--- src/rtl/rtc_pkg.sv ---
package rtc_pkg;
   localparam int NFIELD = 8;
   localparam int O_CTRL = 0;
   localparam int O_YEAR = 1;
   localparam int O_MON  = 2;
   localparam int O_DATE = 3;
   localparam int O_DOW  = 4;
   localparam int O_HOUR = 5;
   localparam int O_MIN  = 6;
   localparam int O_SEC  = 7;

   typedef logic [7:0] bcd8_t;
   typedef bcd8_t [NFIELD-1:0] bank_t;

   function automatic bcd8_t bcd_inc(input bcd8_t v);
      if (v[3:0] >= 4'd9) return {v[7:4] + 4'd1, 4'd0};
      return {v[7:4], v[3:0] + 4'd1};
   endfunction

   // Two-digit BCD value divisible by four
   function automatic logic bcd_div4(input bcd8_t v);
      if (v[4]) return (v[3:0] == 4'd2) || (v[3:0] == 4'd6);
      return (v[3:0] == 4'd0) || (v[3:0] == 4'd4) || (v[3:0] == 4'd8);
   endfunction

   function automatic bcd8_t month_len(input bcd8_t mon, input logic leap);
      case (mon)
         8'h02:                      return leap ? 8'h29 : 8'h28;
         8'h04, 8'h06, 8'h09, 8'h11: return 8'h30;
         default:                    return 8'h31;
      endcase
   endfunction

   function automatic bcd8_t field_hi(input int o);
      case (o)
         O_CTRL:  return 8'h39;
         O_YEAR:  return 8'h99;
         O_MON:   return 8'h12;
         O_DATE:  return 8'h31;
         O_DOW:   return 8'h07;
         O_HOUR:  return 8'h23;
         default: return 8'h59;
      endcase
   endfunction

   function automatic bcd8_t field_lo(input int o);
      return (o == O_MON || o == O_DATE || o == O_DOW) ? 8'h01 : 8'h00;
   endfunction

   function automatic bcd8_t field_rst(input int o);
      return (o == O_CTRL) ? 8'h20 : field_lo(o);
   endfunction

   // Carry order, least significant first
   function automatic int chain_off(input int k);
      case (k)
         0:       return O_SEC;
         1:       return O_MIN;
         2:       return O_HOUR;
         3:       return O_DATE;
         4:       return O_MON;
         5:       return O_YEAR;
         default: return O_CTRL;
      endcase
   endfunction

   function automatic bank_t rst_bank();
      bank_t b;
      for (int i = 0; i < NFIELD; i++) b[i] = field_rst(i);
      return b;
   endfunction
endpackage

--- src/rtl/rtc_bcd_wrap.sv ---
module rtc_bcd_wrap
   import rtc_pkg::*;
#(
   parameter bcd8_t RST_VAL = 8'h00
) (
   input  logic  clk,
   input  logic  rst_n,
   input  logic  en,
   input  logic  ld,
   input  bcd8_t ld_val,
   input  bcd8_t lo,
   input  bcd8_t hi,
   output bcd8_t q,
   output logic  wrap
);
   assign wrap = en && (q >= hi);

   always_ff @(posedge clk or negedge rst_n) begin
      if (!rst_n)  q <= RST_VAL;
      else if (ld) q <= ld_val;
      else if (en) q <= (q >= hi) ? lo : bcd_inc(q);
   end

   AST_WRAP_TO_LO: assert property (@(posedge clk) disable iff (!rst_n)
      (en && !ld && q >= hi) |=> (q == $past(lo)));
endmodule

--- src/rtl/rtc_live_ctr.sv ---
module rtc_live_ctr
   import rtc_pkg::*;
#(
   parameter bit FULL_CENTURY_RULE = 1'b1
) (
   input  logic  clk,
   input  logic  rst_n,
   input  logic  tick,
   input  logic  ld,
   input  bank_t ld_val,
   output bank_t live
);
   localparam int NCHAIN = NFIELD - 1;

   logic [NCHAIN-1:0] en_c;
   logic [NCHAIN-1:0] wrap_c;
   logic              dow_wrap;
   logic              yr4;
   logic              leap;
   bcd8_t             hi_date;

   assign en_c[0] = tick;
   assign yr4     = bcd_div4(live[O_YEAR]);

   if (FULL_CENTURY_RULE) begin : g_full_rule
      assign leap = yr4 && ((live[O_YEAR] != 8'h00) || bcd_div4(live[O_CTRL]));
   end else begin : g_year_rule
      assign leap = yr4;
   end

   assign hi_date = month_len(live[O_MON], leap);

   for (genvar k = 0; k < NCHAIN; k++) begin : g_chain
      localparam int O = chain_off(k);
      bcd8_t hi_k;
      if (O == O_DATE) begin : g_dyn
         assign hi_k = hi_date;
      end else begin : g_fix
         assign hi_k = field_hi(O);
      end
      rtc_bcd_wrap #(.RST_VAL(field_rst(O))) u_field (
         .clk    (clk),
         .rst_n  (rst_n),
         .en     (en_c[k]),
         .ld     (ld),
         .ld_val (ld_val[O]),
         .lo     (field_lo(O)),
         .hi     (hi_k),
         .q      (live[O]),
         .wrap   (wrap_c[k])
      );
      if (k < NCHAIN - 1) begin : g_carry
         assign en_c[k+1] = wrap_c[k];
      end
   end

   // Day of week steps with every day carry
   rtc_bcd_wrap #(.RST_VAL(field_rst(O_DOW))) u_dow (
      .clk    (clk),
      .rst_n  (rst_n),
      .en     (en_c[3]),
      .ld     (ld),
      .ld_val (ld_val[O_DOW]),
      .lo     (field_lo(O_DOW)),
      .hi     (field_hi(O_DOW)),
      .q      (live[O_DOW]),
      .wrap   (dow_wrap)
   );

   AST_DOW_RESTART: assert property (@(posedge clk) disable iff (!rst_n)
      (dow_wrap && !ld) |=> (live[O_DOW] == 8'h01));
   AST_CENTURY_WRAP: assert property (@(posedge clk) disable iff (!rst_n)
      (wrap_c[NCHAIN-1] && !ld) |=> (live[O_CTRL] == 8'h00));
   AST_FEB_LIMIT: assert property (@(posedge clk) disable iff (!rst_n)
      (tick && !ld && live[O_MON] == 8'h02 && live[O_DATE] == 8'h28 && !leap
       && live[O_HOUR] == 8'h23 && live[O_MIN] == 8'h59 && live[O_SEC] == 8'h59)
      |=> (live[O_DATE] == 8'h01));
endmodule

--- src/rtl/rtc_user_regs.sv ---
module rtc_user_regs
   import rtc_pkg::*;
(
   input  logic       clk,
   input  logic       rst_n,
   input  logic       wr,
   input  logic [2:0] off,
   input  bcd8_t      wdata,
   input  bank_t      live,
   output bank_t      ureg,
   output logic       wr_hold,
   output logic       rd_hold,
   output logic       ld
);
   localparam bank_t URST = rst_bank();

   // Release of write-hold pushes the copy into the counters
   assign ld = wr && (off == 3'(O_CTRL)) && wr_hold && !wdata[7];

   always_ff @(posedge clk or negedge rst_n) begin
      if (!rst_n) begin
         ureg    <= URST;
         wr_hold <= 1'b0;
         rd_hold <= 1'b0;
      end else begin
         if (!rd_hold && !wr_hold) ureg <= live;
         if (wr) begin
            if (off == 3'(O_CTRL)) begin
               ureg[O_CTRL] <= {2'b00, wdata[5:0]};
               wr_hold      <= wdata[7];
               rd_hold      <= wdata[6];
            end else if (wr_hold) begin
               ureg[off] <= wdata;
            end
         end
      end
   end

   AST_COPY_TRACKS: assert property (@(posedge clk) disable iff (!rst_n)
      (!rd_hold && !wr_hold && !wr) |=> (ureg == $past(live)));
   AST_RDHOLD_FREEZE: assert property (@(posedge clk) disable iff (!rst_n)
      (rd_hold && !wr) |=> $stable(ureg));
   AST_WRHOLD_FREEZE: assert property (@(posedge clk) disable iff (!rst_n)
      (wr_hold && !wr) |=> $stable(ureg));
endmodule

--- src/rtl/rtc_addr_dec.sv ---
module rtc_addr_dec #(
   parameter int ADDR_W = 15
) (
   input  logic              ce_n,
   input  logic              oe_n,
   input  logic              we_n,
   input  logic              pwr_ok,
   input  logic [ADDR_W-1:0] addr,
   output logic              wr,
   output logic              rd,
   output logic              ram_sel,
   output logic [2:0]        off
);
   logic acc;
   logic hit;

   assign acc     = !ce_n && pwr_ok;
   assign hit     = &addr[ADDR_W-1:3];
   assign off     = addr[2:0];
   assign wr      = acc && hit && !we_n;
   assign rd      = acc && hit && we_n && !oe_n;
   assign ram_sel = acc && !hit;
endmodule

--- src/rtl/rtc_window.sv ---
module rtc_window
   import rtc_pkg::*;
#(
   parameter int ADDR_W            = 15,
   parameter int DATA_W            = 8,
   parameter bit FULL_CENTURY_RULE = 1'b1
) (
   input  logic              clk,
   input  logic              rst_n,
   input  logic              tick,
   input  logic              pwr_ok,
   input  logic              ce_n,
   input  logic              oe_n,
   input  logic              we_n,
   input  logic [ADDR_W-1:0] addr,
   input  logic [DATA_W-1:0] wdata,
   output logic [DATA_W-1:0] rdata,
   output logic              rdata_oe,
   output logic              ram_sel
);
   if (DATA_W != 8) begin : g_bad_data_w
      $error("rtc_window: DATA_W must be 8");
   end
   if (ADDR_W < 4) begin : g_bad_addr_w
      $error("rtc_window: ADDR_W must exceed the 3-bit register offset");
   end

   logic       wr;
   logic       rd;
   logic [2:0] off;
   logic       ld;
   logic       wr_hold;
   logic       rd_hold;
   bank_t      live;
   bank_t      ureg;
   bank_t      ld_val;

   rtc_addr_dec #(.ADDR_W(ADDR_W)) u_dec (
      .ce_n    (ce_n),
      .oe_n    (oe_n),
      .we_n    (we_n),
      .pwr_ok  (pwr_ok),
      .addr    (addr),
      .wr      (wr),
      .rd      (rd),
      .ram_sel (ram_sel),
      .off     (off)
   );

   rtc_user_regs u_user (
      .clk     (clk),
      .rst_n   (rst_n),
      .wr      (wr),
      .off     (off),
      .wdata   (wdata),
      .live    (live),
      .ureg    (ureg),
      .wr_hold (wr_hold),
      .rd_hold (rd_hold),
      .ld      (ld)
   );

   always_comb begin
      ld_val         = ureg;
      ld_val[O_CTRL] = {2'b00, wdata[5:0]};
   end

   rtc_live_ctr #(.FULL_CENTURY_RULE(FULL_CENTURY_RULE)) u_live (
      .clk    (clk),
      .rst_n  (rst_n),
      .tick   (tick),
      .ld     (ld),
      .ld_val (ld_val),
      .live   (live)
   );

   always_comb begin
      rdata = '0;
      if (rd) rdata = (off == 3'(O_CTRL)) ? {wr_hold, rd_hold, ureg[O_CTRL][5:0]} : ureg[off];
   end
   assign rdata_oe = rd;

   AST_LOAD_WINS: assert property (@(posedge clk) disable iff (!rst_n)
      ld |=> (live == $past(ld_val)));
   AST_TICK_MOVES: assert property (@(posedge clk) disable iff (!rst_n)
      (tick && !ld) |=> (live[O_SEC] != $past(live[O_SEC])));
   AST_PWR_BLOCK: assert property (@(posedge clk) disable iff (!rst_n)
      !pwr_ok |-> (rdata == '0 && !rdata_oe && !ram_sel));
endmodule

--- config.mk ---
export PLATFORM = sky130hd
export DESIGN_NAME = rtc_window
export DESIGN_NICKNAME = d
export VERILOG_FILES = /design/src/rtl/rtc_pkg.sv /design/src/rtl/rtc_bcd_wrap.sv /design/src/rtl/rtc_live_ctr.sv /design/src/rtl/rtc_user_regs.sv /design/src/rtl/rtc_addr_dec.sv /design/src/rtl/rtc_window.sv
export SDC_FILE = /design/constraint.sdc
export NUM_CORES = 1
export LEC_CHECK = 0
export BUFFER_PORTS_ARGS = -buffer_cell sky130_fd_sc_hd__buf_2
export CAP_MARGIN = 20
export CORE_ASPECT_RATIO = 1.75
export CORE_MARGIN = 2
export CORE_UTILIZATION = 41
export DETAILED_ROUTE_END_ITERATION = 10
export PLACE_DENSITY = 0.57
export SYNTH_ARGS = -nofsm -noshare
export SYNTH_HDL_FRONTEND = slang
export SYNTH_HIERARCHICAL = 1
export SYNTH_SLANG_ARGS = --single-unit
--- constraint.sdc ---
create_clock -name clk -period 4.7 [get_ports clk]
set_input_delay 0 -clock clk [delete_from_list [all_inputs] [get_ports clk]]
set_output_delay 0 -clock clk [all_outputs]
set_load 0.005 [all_outputs]
== Word-level counts from Yosys, hierarchy flattened ==
Index checks and enable logic that the tools add are counted.
Operators by class
  $add $sub $neg: 16
  magnitude comparators: 18
  equal/unequal tests: 13
  multiplexer cells: 84
  reductions and logical operators: 62
Operator list (number)
  two-way mux 8 bit: 45
  two-way mux 64 bit: 3
  adder 4 x 1 -> 4 bit, second input constant: 16
  bitwise mux 64 bit: 1
  two-way mux 56 bit: 1
  >= comparator 4 bit, second input constant: 8
  two-way mux 1 bit: 31
  binary-select mux 8 bit (select 3 bit): 1
  demux 8 bit (select 3 bit): 1
  nonzero test 3 bit: 8
  logical AND 1 bit: 18
  AND reduction 2 bit: 9
  == test 4 x 3 -> 1 bit, second input constant: 4
  == test 8 x 3 -> 1 bit, second input constant: 2
  >= comparator 8 x 6 -> 1 bit, second input constant: 2
  >= comparator 8 x 7 -> 1 bit, second input constant: 2
  case mux 8 bit (2 select lines): 1
  nonzero test 2 bit: 7
  AND reduction 12 bit: 1
  == test 4 x 2 -> 1 bit, second input constant: 2
  == test 4 bit, second input constant: 2
  == test 8 x 2 -> 1 bit, second input constant: 1
  == test 8 x 4 -> 1 bit, second input constant: 1
  == test 8 x 5 -> 1 bit, second input constant: 1
  12 further kinds: 25
Storage, ports and cells
  flip-flop bits (word level): 130
  output and inout bits: 10

== Longest topological paths before layout ==
Gate-level depths: netlist of run 1.
  depth after elaboration: 18
  gate-level depth with buffers: 20
  depth with buffers taken out: 20

== Modules after synthesis ==
The synthesis of run 1 kept the hierarchy.
By module, submodules not included
  rtc_user_regs: times used 1, cells an instance 249, area each 3467.1 µm², sequential area each 1656.6 µm²
  rtc_bcd_wrap (u_live.g_chain[3].u_field ...): times used 4, cells an instance 97, area each 824.5 µm², sequential area each 201.4 µm²
  rtc_bcd_wrap (u_live.g_chain[0].u_field ...): times used 4, cells an instance 97, area each 823.3 µm², sequential area each 200.2 µm²
  rtc_window: times used 1, cells an instance 51, area each 553.0 µm², sequential area each 0.0 µm²
  rtc_live_ctr: times used 1, cells an instance 21, area each 136.4 µm², sequential area each 0.0 µm²
  rtc_addr_dec: times used 1, cells an instance 12, area each 97.6 µm², sequential area each 0.0 µm²

== Worst setup path before layout of run 1 ==
Ideal clock, no wire load.
  kind: register -> register
  start: register u_live.g_chain[0].u_field.q[0]
  end: register u_live.g_chain[6].u_field.q[5]
  library setup time: 0.081 ns
  arrival time: 4.915 ns
  data required time: 4.619 ns
  path slack: -0.296 ns
  stages on the path, launching flop included: 21
  path buffers: 0
  period minus slack after synthesis: 4.996 ns
  cells stage by stage: dfrtp_1 -> inv_1 -> ha_1 -> nor2b_1 -> o21ai_1 -> nand3_2 -> a21oi_1 -> inv_1 -> a21oi_1 -> inv_1 -> a21oi_1 -> inv_1 -> a21oi_1 -> inv_1 -> a21oi_1 -> inv_1 -> a21oi_1 -> inv_1 -> nor3_1 -> nand2_1 -> o211ai_1
On the way
  longest elaborated chain between the ends: 9
Ends and longest elaborated chain
  start, declared: line rtc_bcd_wrap.sv:13  | output bcd8_t q,
  start signal, assigned: line rtc_bcd_wrap.sv:20  | else if (ld) q <= ld_val;
  start signal, assigned: line rtc_bcd_wrap.sv:21  | else if (en) q <= (q >= hi) ? lo : bcd_inc(q);
  >= comparator 8 x 7 -> 1 bit: line rtc_bcd_wrap.sv:16  | assign wrap = en && (q >= hi);
  logical AND 1 bit: line rtc_bcd_wrap.sv:16
  via u_live.en_c[1]: line rtc_live_ctr.sv:15  | logic [NCHAIN-1:0] en_c;
  logical AND 1 bit: line rtc_bcd_wrap.sv:16
  via u_live.en_c[2]: line rtc_live_ctr.sv:15
  logical AND 1 bit: line rtc_bcd_wrap.sv:16
  via u_live.en_c[3]: line rtc_live_ctr.sv:15
  logical AND 1 bit: line rtc_bcd_wrap.sv:16
  via u_live.en_c[4]: line rtc_live_ctr.sv:15
  logical AND 1 bit: line rtc_bcd_wrap.sv:16
  via u_live.en_c[5]: line rtc_live_ctr.sv:15
  logical AND 1 bit: line rtc_bcd_wrap.sv:16
  via u_live.en_c[6]: line rtc_live_ctr.sv:15
  nonzero test 2 bit (no line)
  AND reduction 2 bit (no line)
  end signal, assigned: line rtc_bcd_wrap.sv:20
  end signal, assigned: line rtc_bcd_wrap.sv:21
  end, declared: line rtc_bcd_wrap.sv:13
The timed path passes the listed nets, and every way through them passes these cells.
A chain may end at the register's enable or synchronous reset.

== Final worst setup path of run 1 ==
  start: register u_live.g_chain[0].u_field.q[0]
  end: register u_live.g_chain[6].u_field.q[3]
On the way
  longest elaborated chain between the ends: 8
Ends and longest elaborated chain (line)
  >= comparator 8 x 7 -> 1 bit: rtc_bcd_wrap.sv:16
  logical AND 1 bit: rtc_bcd_wrap.sv:16
  via u_live.en_c[1]: rtc_live_ctr.sv:15
  logical AND 1 bit: rtc_bcd_wrap.sv:16
  via u_live.en_c[2]: rtc_live_ctr.sv:15
  logical AND 1 bit: rtc_bcd_wrap.sv:16
  via u_live.en_c[3]: rtc_live_ctr.sv:15
  logical AND 1 bit: rtc_bcd_wrap.sv:16
  via u_live.en_c[4]: rtc_live_ctr.sv:15
  logical AND 1 bit: rtc_bcd_wrap.sv:16
  via u_live.en_c[5]: rtc_live_ctr.sv:15
  logical AND 1 bit: rtc_bcd_wrap.sv:16
  via u_live.en_c[6]: rtc_live_ctr.sv:15
  nonzero test 2 bit (no line)
The timed path passes the listed nets, and every way through them passes these cells.

==> flow_metrics.env, run 1 <==
export IMPL_die_y_um=218
export IMPL_type_of_the_worst_setup_path="register to register"
export IMPL_post_route_period_util_pct=90.5
export IMPL_wl_um=29700
export IMPL_worst_slew_margin_rel_pct=41.0
export IMPL_setup_total_negative_slack_ns=0
export IMPL_worst_skew_pair_late_latency_ns=0.43
export IMPL_final_period_minus_worst_setup_slack_ns=4.26
export IMPL_route_vias_total=8752
export IMPL_run_status="finished, final reports clean"
export IMPL_core_area_um2=25900
export IMPL_clock_tree_root_cell="sky130_fd_sc_hd__clkbuf_16"
export IMPL_grt_pass1_vias=9078
export IMPL_post_cts_repair_timing_setup_buffer_count=0
export IMPL_report_final_setup_viol=0
export IMPL_warnings_from_yosys=6
export IMPL_cts_made_buffers=17
export IMPL_grt_setup_unrepaired="no"
export IMPL_timing_critical_path_cells="inv_1 -> ha_1 -> nor2b_1 -> o21ai_1 -> nand3_2 -> a21oi_1 -> inv_1 -> a21oi_1 -> inv_1 -> a21oi_4 -> inv_1 -> a21oi_1 -> inv_1 -> a21oi_2 -> inv_1 -> a21oi_1 -> buf_4 -> inv_1 -> nor2_1 -> nand4_1 -> nand3_1"
export IMPL_io_buffers=39
export IMPL_final_util_pct=48.0
export IMPL_drtAntennaViolNets=0
export IMPL_cell_area_placed_um2=11700
export IMPL_place_hpwl_um=22600
export IMPL_endpoint_kind="register"
export IMPL_fillers=2456
export IMPL_largest_stage_delay_worst_path_ns=0.45
export IMPL_fraction_of_layout_cells_with_a_size_suffix_above_1_pct=21.2
export IMPL_finalNetCount=1394
export IMPL_timing_critical_path_max_delay_family="compound AO/OA/AOI/OAI gates"
export IMPL_placed_instance_count=1559
export IMPL_clkTransAtPathRegs_ns=0.07
export IMPL_crit_top_cell="sky130_fd_sc_hd__inv_1"
export IMPL_ctsLongestPathBuffers=2
export IMPL_max_fo_critical_path=6
export IMPL_post_layout_nonfiller_instances=1601
export IMPL_critical_path_buf_inv_count=8
export IMPL_cts_tree="built"
export IMPL_grt_ovfl_total=0
export IMPL_reg2reg_slack_ns=0.44
export IMPL_synthCells=1099
export IMPL_post_place_ws_ns=0.187
export IMPL_detail_route_iter0_violations=492
export IMPL_htreeDepth=4
export IMPL_floorplan_initialDensity_pct=41.6
export IMPL_worst_tran_pin_value_ns=0.885
export IMPL_worst_path_stages=21
export IMPL_initial_antenna_violation_count=2
export IMPL_crit_path_top_delay_cell="sky130_fd_sc_hd__dfrtp_1"
export IMPL_drt_first_pass_iters=7
export IMPL_slew_viol_final=0
export IMPL_die_area_um2=27600
export IMPL_p_per_area_nw_per_um2=339
export IMPL_timing_fmax_mhz=235
export IMPL_static_leakage_power_nw=6.25
export IMPL_route_detailed_drc=0
export IMPL_io_pins=40
export IMPL_routedWlPerCell_um=18.5
export IMPL_number_of_core_rows=78
export IMPL_peakVddDrop_uv=262
export IMPL_data_required_time_at_the_worst_endpoint_ns=5.07
export IMPL_setup_slack_ns=0.444
export IMPL_finalWeightedCongestion=0.850
export IMPL_track_usage_pct=22.5
export IMPL_netlist_area_um2=10800
export IMPL_area_delta_synth_final_pct=15.4
export IMPL_worst_r2r_cell_count=21
export IMPL_clkSinkCount=128
export IMPL_diodes_inserted=0
export IMPL_synth_area_per_cell_um2=9.79
export IMPL_final_cell_area_um2=12400
export IMPL_timing_hold_worst_class="input port to register"
export IMPL_dieWidth_um=126
export IMPL_finalHoldViolations=0
export IMPL_grt_max_degree=86
export IMPL_timing_hold_worst_path_depth=4
export IMPL_timing_critical_path_from_type="register"
export IMPL_average_vias_per_placed_instance=5.47
export IMPL_first_pass_grt_wire_length_um=49100
export IMPL_cp_arrival_ns=4.62
export IMPL_maxcap_violations=0
export IMPL_clock_skew_ns=0.0112
worst reg2reg max path, stage by stage (launching register included):
cell                      delay [ns]
sky130_fd_sc_hd__dfrtp_1        0.45
sky130_fd_sc_hd__inv_1          0.11
sky130_fd_sc_hd__ha_1           0.28
sky130_fd_sc_hd__nor2b_1        0.04
sky130_fd_sc_hd__o21ai_1        0.19
sky130_fd_sc_hd__nand3_2        0.17
sky130_fd_sc_hd__a21oi_1        0.28
sky130_fd_sc_hd__inv_1          0.15
sky130_fd_sc_hd__a21oi_1        0.25
sky130_fd_sc_hd__inv_1          0.24
sky130_fd_sc_hd__a21oi_4        0.17
sky130_fd_sc_hd__inv_1          0.14
sky130_fd_sc_hd__a21oi_1        0.21
sky130_fd_sc_hd__inv_1          0.16
sky130_fd_sc_hd__a21oi_2        0.25
sky130_fd_sc_hd__inv_1          0.15
sky130_fd_sc_hd__a21oi_1        0.15
sky130_fd_sc_hd__buf_4          0.17
sky130_fd_sc_hd__inv_1          0.10
sky130_fd_sc_hd__nor2_1         0.29
sky130_fd_sc_hd__nand4_1        0.14
sky130_fd_sc_hd__nand3_1        0.09
timing repair:
| item | in CTS | in global routing |
|---|---|---|
| endpoints found under the hold margin | 98 | 0 |
| resized for setup | 0 | 2 |
| hold buffers | 10 | 0 |
| setup endpoints to repair | 0 | 5 |
per-stage QoR:
stage	hold slack [ns]	total power [mW]
6_report	0.135	4.20
3_5_place_dp	0.123	2.88
5_1_grt	0.195	4.49
4_1_cts	0.0904	4.23
3_3_place_gp	0.138	2.85
2_1_floorplan	-0.296	2.50
layer usage:
layer  share of wire, %  up-vias  GRT usage, %  routed length, um
met5              0.081        -             0                 24
met4                2.7        4          7.88                799
met3                2.2       52          2.69                648
met2                 56      163          43.5              16700
met1                 39     4273          24.8              11500
li1                   -     4260             -                  -
layout make-up:
| type | instances | area (um2) | share of cell area (%) |
|---|---|---|---|
| clock inverter | 15 | 160 | 1.29 |
| sequential | 128 | 3210 | 25.9 |
| inverter | 107 | 402 | 3.23 |
| tap | 320 | 400 | 3.22 |
| timing repair buffer | 65 | 447 | 3.60 |
| multi-input combinational | 949 | 7370 | 59.4 |
| clock buffer | 17 | 425 | 3.43 |
placed cells by master, fill, tap and decap left out, drive strengths merged, types with 24 or more instances in the layout:
cell	count
mux2i	46
o31ai	32
nor3	25
mux2	82
inv	111
conb	127
o21ai	38
a221oi	24
nand4	35
nand3	67
nor2	64
ha	96
buf	55
a21oi	30
dfrtp	120
nand2	80
worst paths after layout:
kind,from,end
max,u_live/g_chain[0].u_field/q[0],u_live/g_chain[6].u_field/q[3]
min,addr[2],u_user/ureg[5]
max reg2reg,u_live/g_chain[0].u_field/q[0],u_live/g_chain[6].u_field/q[3]
min reg2reg,u_user/ureg[58],u_live/g_chain[0].u_field/q[2]
max in group asynchronous,rst_n,u_live/g_chain[1].u_field/q[6]
min in group asynchronous,rst_n,u_live/g_chain[6].u_field/q[7]
flip-flops by register name, summed over array words and instances (netlist names):
name	cells
u_user/ureg	62
u_live/g_chain.u_field/q	56
u_live/u_dow/q	8
u_user/rd_hold	1
u_user/wr_hold	1
where the power goes:
group          switching (mW)  leakage, nW  internal (mW)
Combinational           0.668         4.31          0.590
Clock                   0.555        0.273          0.786
Sequential              0.294         1.68           1.31
Total                    1.52         6.25           2.69
Power figures use the tool's default switching activity.
==> run 2, diff against run 1 <==
--- a/config.mk
+++ b/config.mk
@@ -5,12 +5,13 @@
 export SDC_FILE = /design/constraint.sdc
 export NUM_CORES = 1
 export LEC_CHECK = 0
+export ABC_AREA = 1
 export BUFFER_PORTS_ARGS = -buffer_cell sky130_fd_sc_hd__buf_2
-export CAP_MARGIN = 20
 export CORE_ASPECT_RATIO = 1.75
 export CORE_MARGIN = 2
 export CORE_UTILIZATION = 41
 export DETAILED_ROUTE_END_ITERATION = 10
+export HOLD_SLACK_MARGIN = 0.12
 export PLACE_DENSITY = 0.57
 export SYNTH_ARGS = -nofsm -noshare
 export SYNTH_HDL_FRONTEND = slang
==> run 2 against run 1 <==
Compared with the run above:
- synthesized area rose by 11%
- global-route usage rose by 0.67 points
- clock skew down 0.0032 ns
- first-iteration DRC count rose by 45%
- final cell count grew 51%
- clock power grew 5%
- clock-buffer cell count grew 6
- hold slack improved by 0.034 ns
- via count is 34% higher
- critical path type unchanged
- critical endpoint is now u_live/g_chain[6].u_field/q[6]
- largest power group is now the clock network
==> flow_metrics.env, run 2 <==
export IMPL_diodes_inserted=0
export IMPL_grt_setup_unrepaired="no"
export IMPL_worst_path_stages=23
export IMPL_timing_hold_worst_class="input port to async pin"
export IMPL_slew_viol_final=0
export IMPL_cts_resized=0
export IMPL_cts_made_buffers=17
export IMPL_post_route_period_util_pct=69.2
export IMPL_largest_registers="u_user/ureg: 62 flops, u_live/g_chain.u_field/q: 56 flops, u_live/u_dow/q: 8 flops"
export IMPL_p_per_area_nw_per_um2=272
export IMPL_timing_fmax_mhz=307
export IMPL_htreeDepth=4
export IMPL_crit_top_cell="sky130_fd_sc_hd__inv_1"
export IMPL_top_signal_layer_used="met4"
export IMPL_clkTransAtPathRegs_ns=0.06
export IMPL_place_hpwl_um=24700
export IMPL_io_buffers=39
export IMPL_netlist_area_um2=11900
export IMPL_finalHoldViolations=0
export IMPL_reg2reg_slack_ns=1.45
export IMPL_die_area_um2=30600
export IMPL_warnings_from_yosys=6
export IMPL_cp_arrival_ns=3.58
export IMPL_drt_met1_wl_um=14000
export IMPL_setup_slack_ns=1.45
export IMPL_fillers=3070
export IMPL_number_of_flip_flops_in_the_largest_register=62
export IMPL_static_leakage_power_nw=7.82
export IMPL_drtAntennaViolNets=0
export IMPL_post_cts_repair_timing_setup_buffer_count=0
export IMPL_route_vias_total=11700
export IMPL_timing_critical_path_max_delay_family="simple AND/OR/NAND/NOR gates"
export IMPL_io_pins=40
export IMPL_final_common_cell="sky130_fd_sc_hd__nand2_1"
export IMPL_post_place_ws_ns=1.42
export IMPL_grt_max_degree=82
export IMPL_timing_critical_path_cells="inv_1 -> ha_1 -> nand2_1 -> nor2_1 -> nand2_2 -> nand3_4 -> nand2_1 -> inv_1 -> nand2_1 -> inv_1 -> nand2_1 -> inv_1 -> nand2_1 -> inv_1 -> nand2_1 -> inv_1 -> nand2_1 -> inv_1 -> nor2_1 -> inv_1 -> nand2_2 -> nor2_1 -> a21oi_2"
export IMPL_average_vias_per_placed_instance=4.85
export IMPL_critical_path_buf_inv_count=8
export IMPL_cts_tree="built"
export IMPL_routedWlPerCell_um=14.0
export IMPL_worst_tran_pin_value_ns=0.826
export IMPL_max_fo_critical_path=13
export IMPL_finalNetCount=2153
export IMPL_ctsLongestPathBuffers=2
export IMPL_grt_pass1_vias=11600
export IMPL_report_final_setup_viol=0
export IMPL_number_of_core_rows=82
export IMPL_peakVddDrop_uv=241
export IMPL_met2RoutedLength_um=18100
export IMPL_finalWeightedCongestion=0.890
export IMPL_wl_met3_um=970
export IMPL_detail_route_iter0_violations=713
export IMPL_wl_um=33900
export IMPL_type_of_the_worst_setup_path="register to register"
export IMPL_synthCells=1889
export IMPL_route_detailed_drc=0
export IMPL_drt_first_pass_iters=5
export IMPL_layout_cells_most_common_list="718 x sky130_fd_sc_hd__nand2_1, 269 x sky130_fd_sc_hd__inv_1, 161 x sky130_fd_sc_hd__nor2_1, 127 x sky130_fd_sc_hd__conb_1, 120 x sky130_fd_sc_hd__dfrtp_1"
export IMPL_endpoint_kind="register"
export IMPL_timing_critical_path_from_type="register"
export IMPL_cts_hold_buf=11
export IMPL_grt_ovfl_total=0
export IMPL_track_usage_pct=23.1
export IMPL_initial_antenna_violation_count=0
export IMPL_critPathLaunch="u_live/g_chain[0].u_field/q[0]"
export IMPL_synth_area_per_cell_um2=6.32
export IMPL_power_internal_mw=2.43
export IMPL_final_period_minus_worst_setup_slack_ns=3.25
export IMPL_dieWidth_um=133
export IMPL_registers_top_by_ff_count="u_user/ureg"
export IMPL_area_delta_synth_final_pct=13.1
export IMPL_cp_endpoint="u_live/g_chain[6].u_field/q[6]"
export IMPL_floorplan_initialDensity_pct=41.7
export IMPL_clock_tree_root_cell="sky130_fd_sc_hd__clkbuf_16"
export IMPL_worst_r2r_dst="u_live/g_chain[6].u_field/q[6]"
export IMPL_worst_slew_margin_rel_pct=44.9
export IMPL_power_sequential_fraction_pct=37.2
export IMPL_worst_skew_pair_late_latency_ns=0.44
export IMPL_data_required_time_at_the_worst_endpoint_ns=5.03
export IMPL_largest_stage_delay_worst_path_ns=0.42
export IMPL_run_status="finished, final reports clean"
export IMPL_share_comb_of_total_power_pct=24.4
export IMPL_core_area_um2=28600
export IMPL_p_switching_mw=1.25
export IMPL_switching_share_pct=33.9
export IMPL_die_y_um=230
export IMPL_first_pass_grt_wire_length_um=56800
export IMPL_clkSinkCount=128
export IMPL_critical_path_reg2reg_startpoint="u_live/g_chain[0].u_field/q[0]"
export IMPL_fraction_of_power_consumed_by_the_clock_network_pct=38.4
export IMPL_crit_path_top_delay_cell="sky130_fd_sc_hd__dfrtp_1"
export IMPL_setup_total_negative_slack_ns=0
export IMPL_worst_r2r_cell_count=23
export IMPL_clock_skew_ns=0.00802
export IMPL_maxcap_violations=0
export IMPL_fraction_of_layout_cells_with_a_size_suffix_above_1_pct=8.53
[run 2: cell count changes in the layout (fill, tap and decap cells not counted), moves of 34 or more]
cell	change
sky130_fd_sc_hd__inv_1	+162
sky130_fd_sc_hd__mux2_2	-46
sky130_fd_sc_hd__mux2_4	-34
sky130_fd_sc_hd__mux2i_1	-46
sky130_fd_sc_hd__nand2_1	+646
sky130_fd_sc_hd__nand3_1	+60
sky130_fd_sc_hd__nor2_1	+111
sky130_fd_sc_hd__o21ai_0	+54
[run 2: worst min path at each step]
stage / start / to / slack [ns] / cells past startpoint
detailed placement: rst_n / u_live/g_chain[2].u_field/q[4] / 0.11 / 1
global placement: rst_n / u_live/g_chain[2].u_field/q[4] / 0.11 / 1
finish: rst_n / u_live/g_chain[2].u_field/q[4] / 0.17 / 2
global route: rst_n / u_live/g_chain[2].u_field/q[1] / 0.25 / 2
CTS: addr[2] / u_user/ureg[41] / 0.20 / 5
floorplan: rst_n / u_live/g_chain[0].u_field/q[0] / -0.30 / 0
[run 2: final cells by class]
class	instances	area, um2	area share [%]
timing repair buffer	56	357	2.64
inverter	276	1040	7.67
sequential	128	3210	23.8
clock buffer	23	488	3.61
tap	378	473	3.50
multi-input combinational	1548	7810	57.8
clock inverter	9	131	0.973
[run 2: routing by layer]
layer,vias up,GRT usage (%)
li1,6072,-
met4,0,8.10
met1,5412,25.9
met2,199,43.9
met5,-,0
met3,47,3.28
[run 2: through the flow]
step,instances,total power [mW],instance area [um2],hold slack (ns),utilization (%)
6_report,2418,3.68,13500,0.169,47.2
5_1_grt,2418,3.92,13500,0.254,47.2
4_1_cts,2418,3.72,13500,0.196,47.2
3_5_place_dp,2375,2.27,12800,0.114,44.6
3_3_place_gp,2375,2.27,12800,0.105,44.6
2_1_floorplan,2013,2.02,12400,-0.296,-
[run 2: power by group through the flow]
stage               clock network [mW]  registers [mW]  logic [mW]
finish                            1.41            1.37       0.897
global route                      1.48            1.38        1.05
CTS                               1.45            1.37       0.899
detailed placement                   0            1.39       0.885
global placement                     0            1.39       0.882
floorplan                            0            1.32       0.701
[run 2: worst reg2reg max path: stages, from the launching register on]
cell and delay (ns):
sky130_fd_sc_hd__dfrtp_1 0.42, sky130_fd_sc_hd__inv_1 0.12, sky130_fd_sc_hd__ha_1 0.29, sky130_fd_sc_hd__nand2_1 0.04, sky130_fd_sc_hd__nor2_1 0.11, sky130_fd_sc_hd__nand2_2 0.12
sky130_fd_sc_hd__nand3_4 0.19, sky130_fd_sc_hd__nand2_1 0.10, sky130_fd_sc_hd__inv_1 0.13, sky130_fd_sc_hd__nand2_1 0.07, sky130_fd_sc_hd__inv_1 0.11, sky130_fd_sc_hd__nand2_1 0.07
sky130_fd_sc_hd__inv_1 0.27, sky130_fd_sc_hd__nand2_1 0.10, sky130_fd_sc_hd__inv_1 0.13, sky130_fd_sc_hd__nand2_1 0.07, sky130_fd_sc_hd__inv_1 0.12, sky130_fd_sc_hd__nand2_1 0.07
sky130_fd_sc_hd__inv_1 0.10, sky130_fd_sc_hd__nor2_1 0.09, sky130_fd_sc_hd__inv_1 0.13, sky130_fd_sc_hd__nand2_2 0.11, sky130_fd_sc_hd__nor2_1 0.13, sky130_fd_sc_hd__a21oi_2 0.06
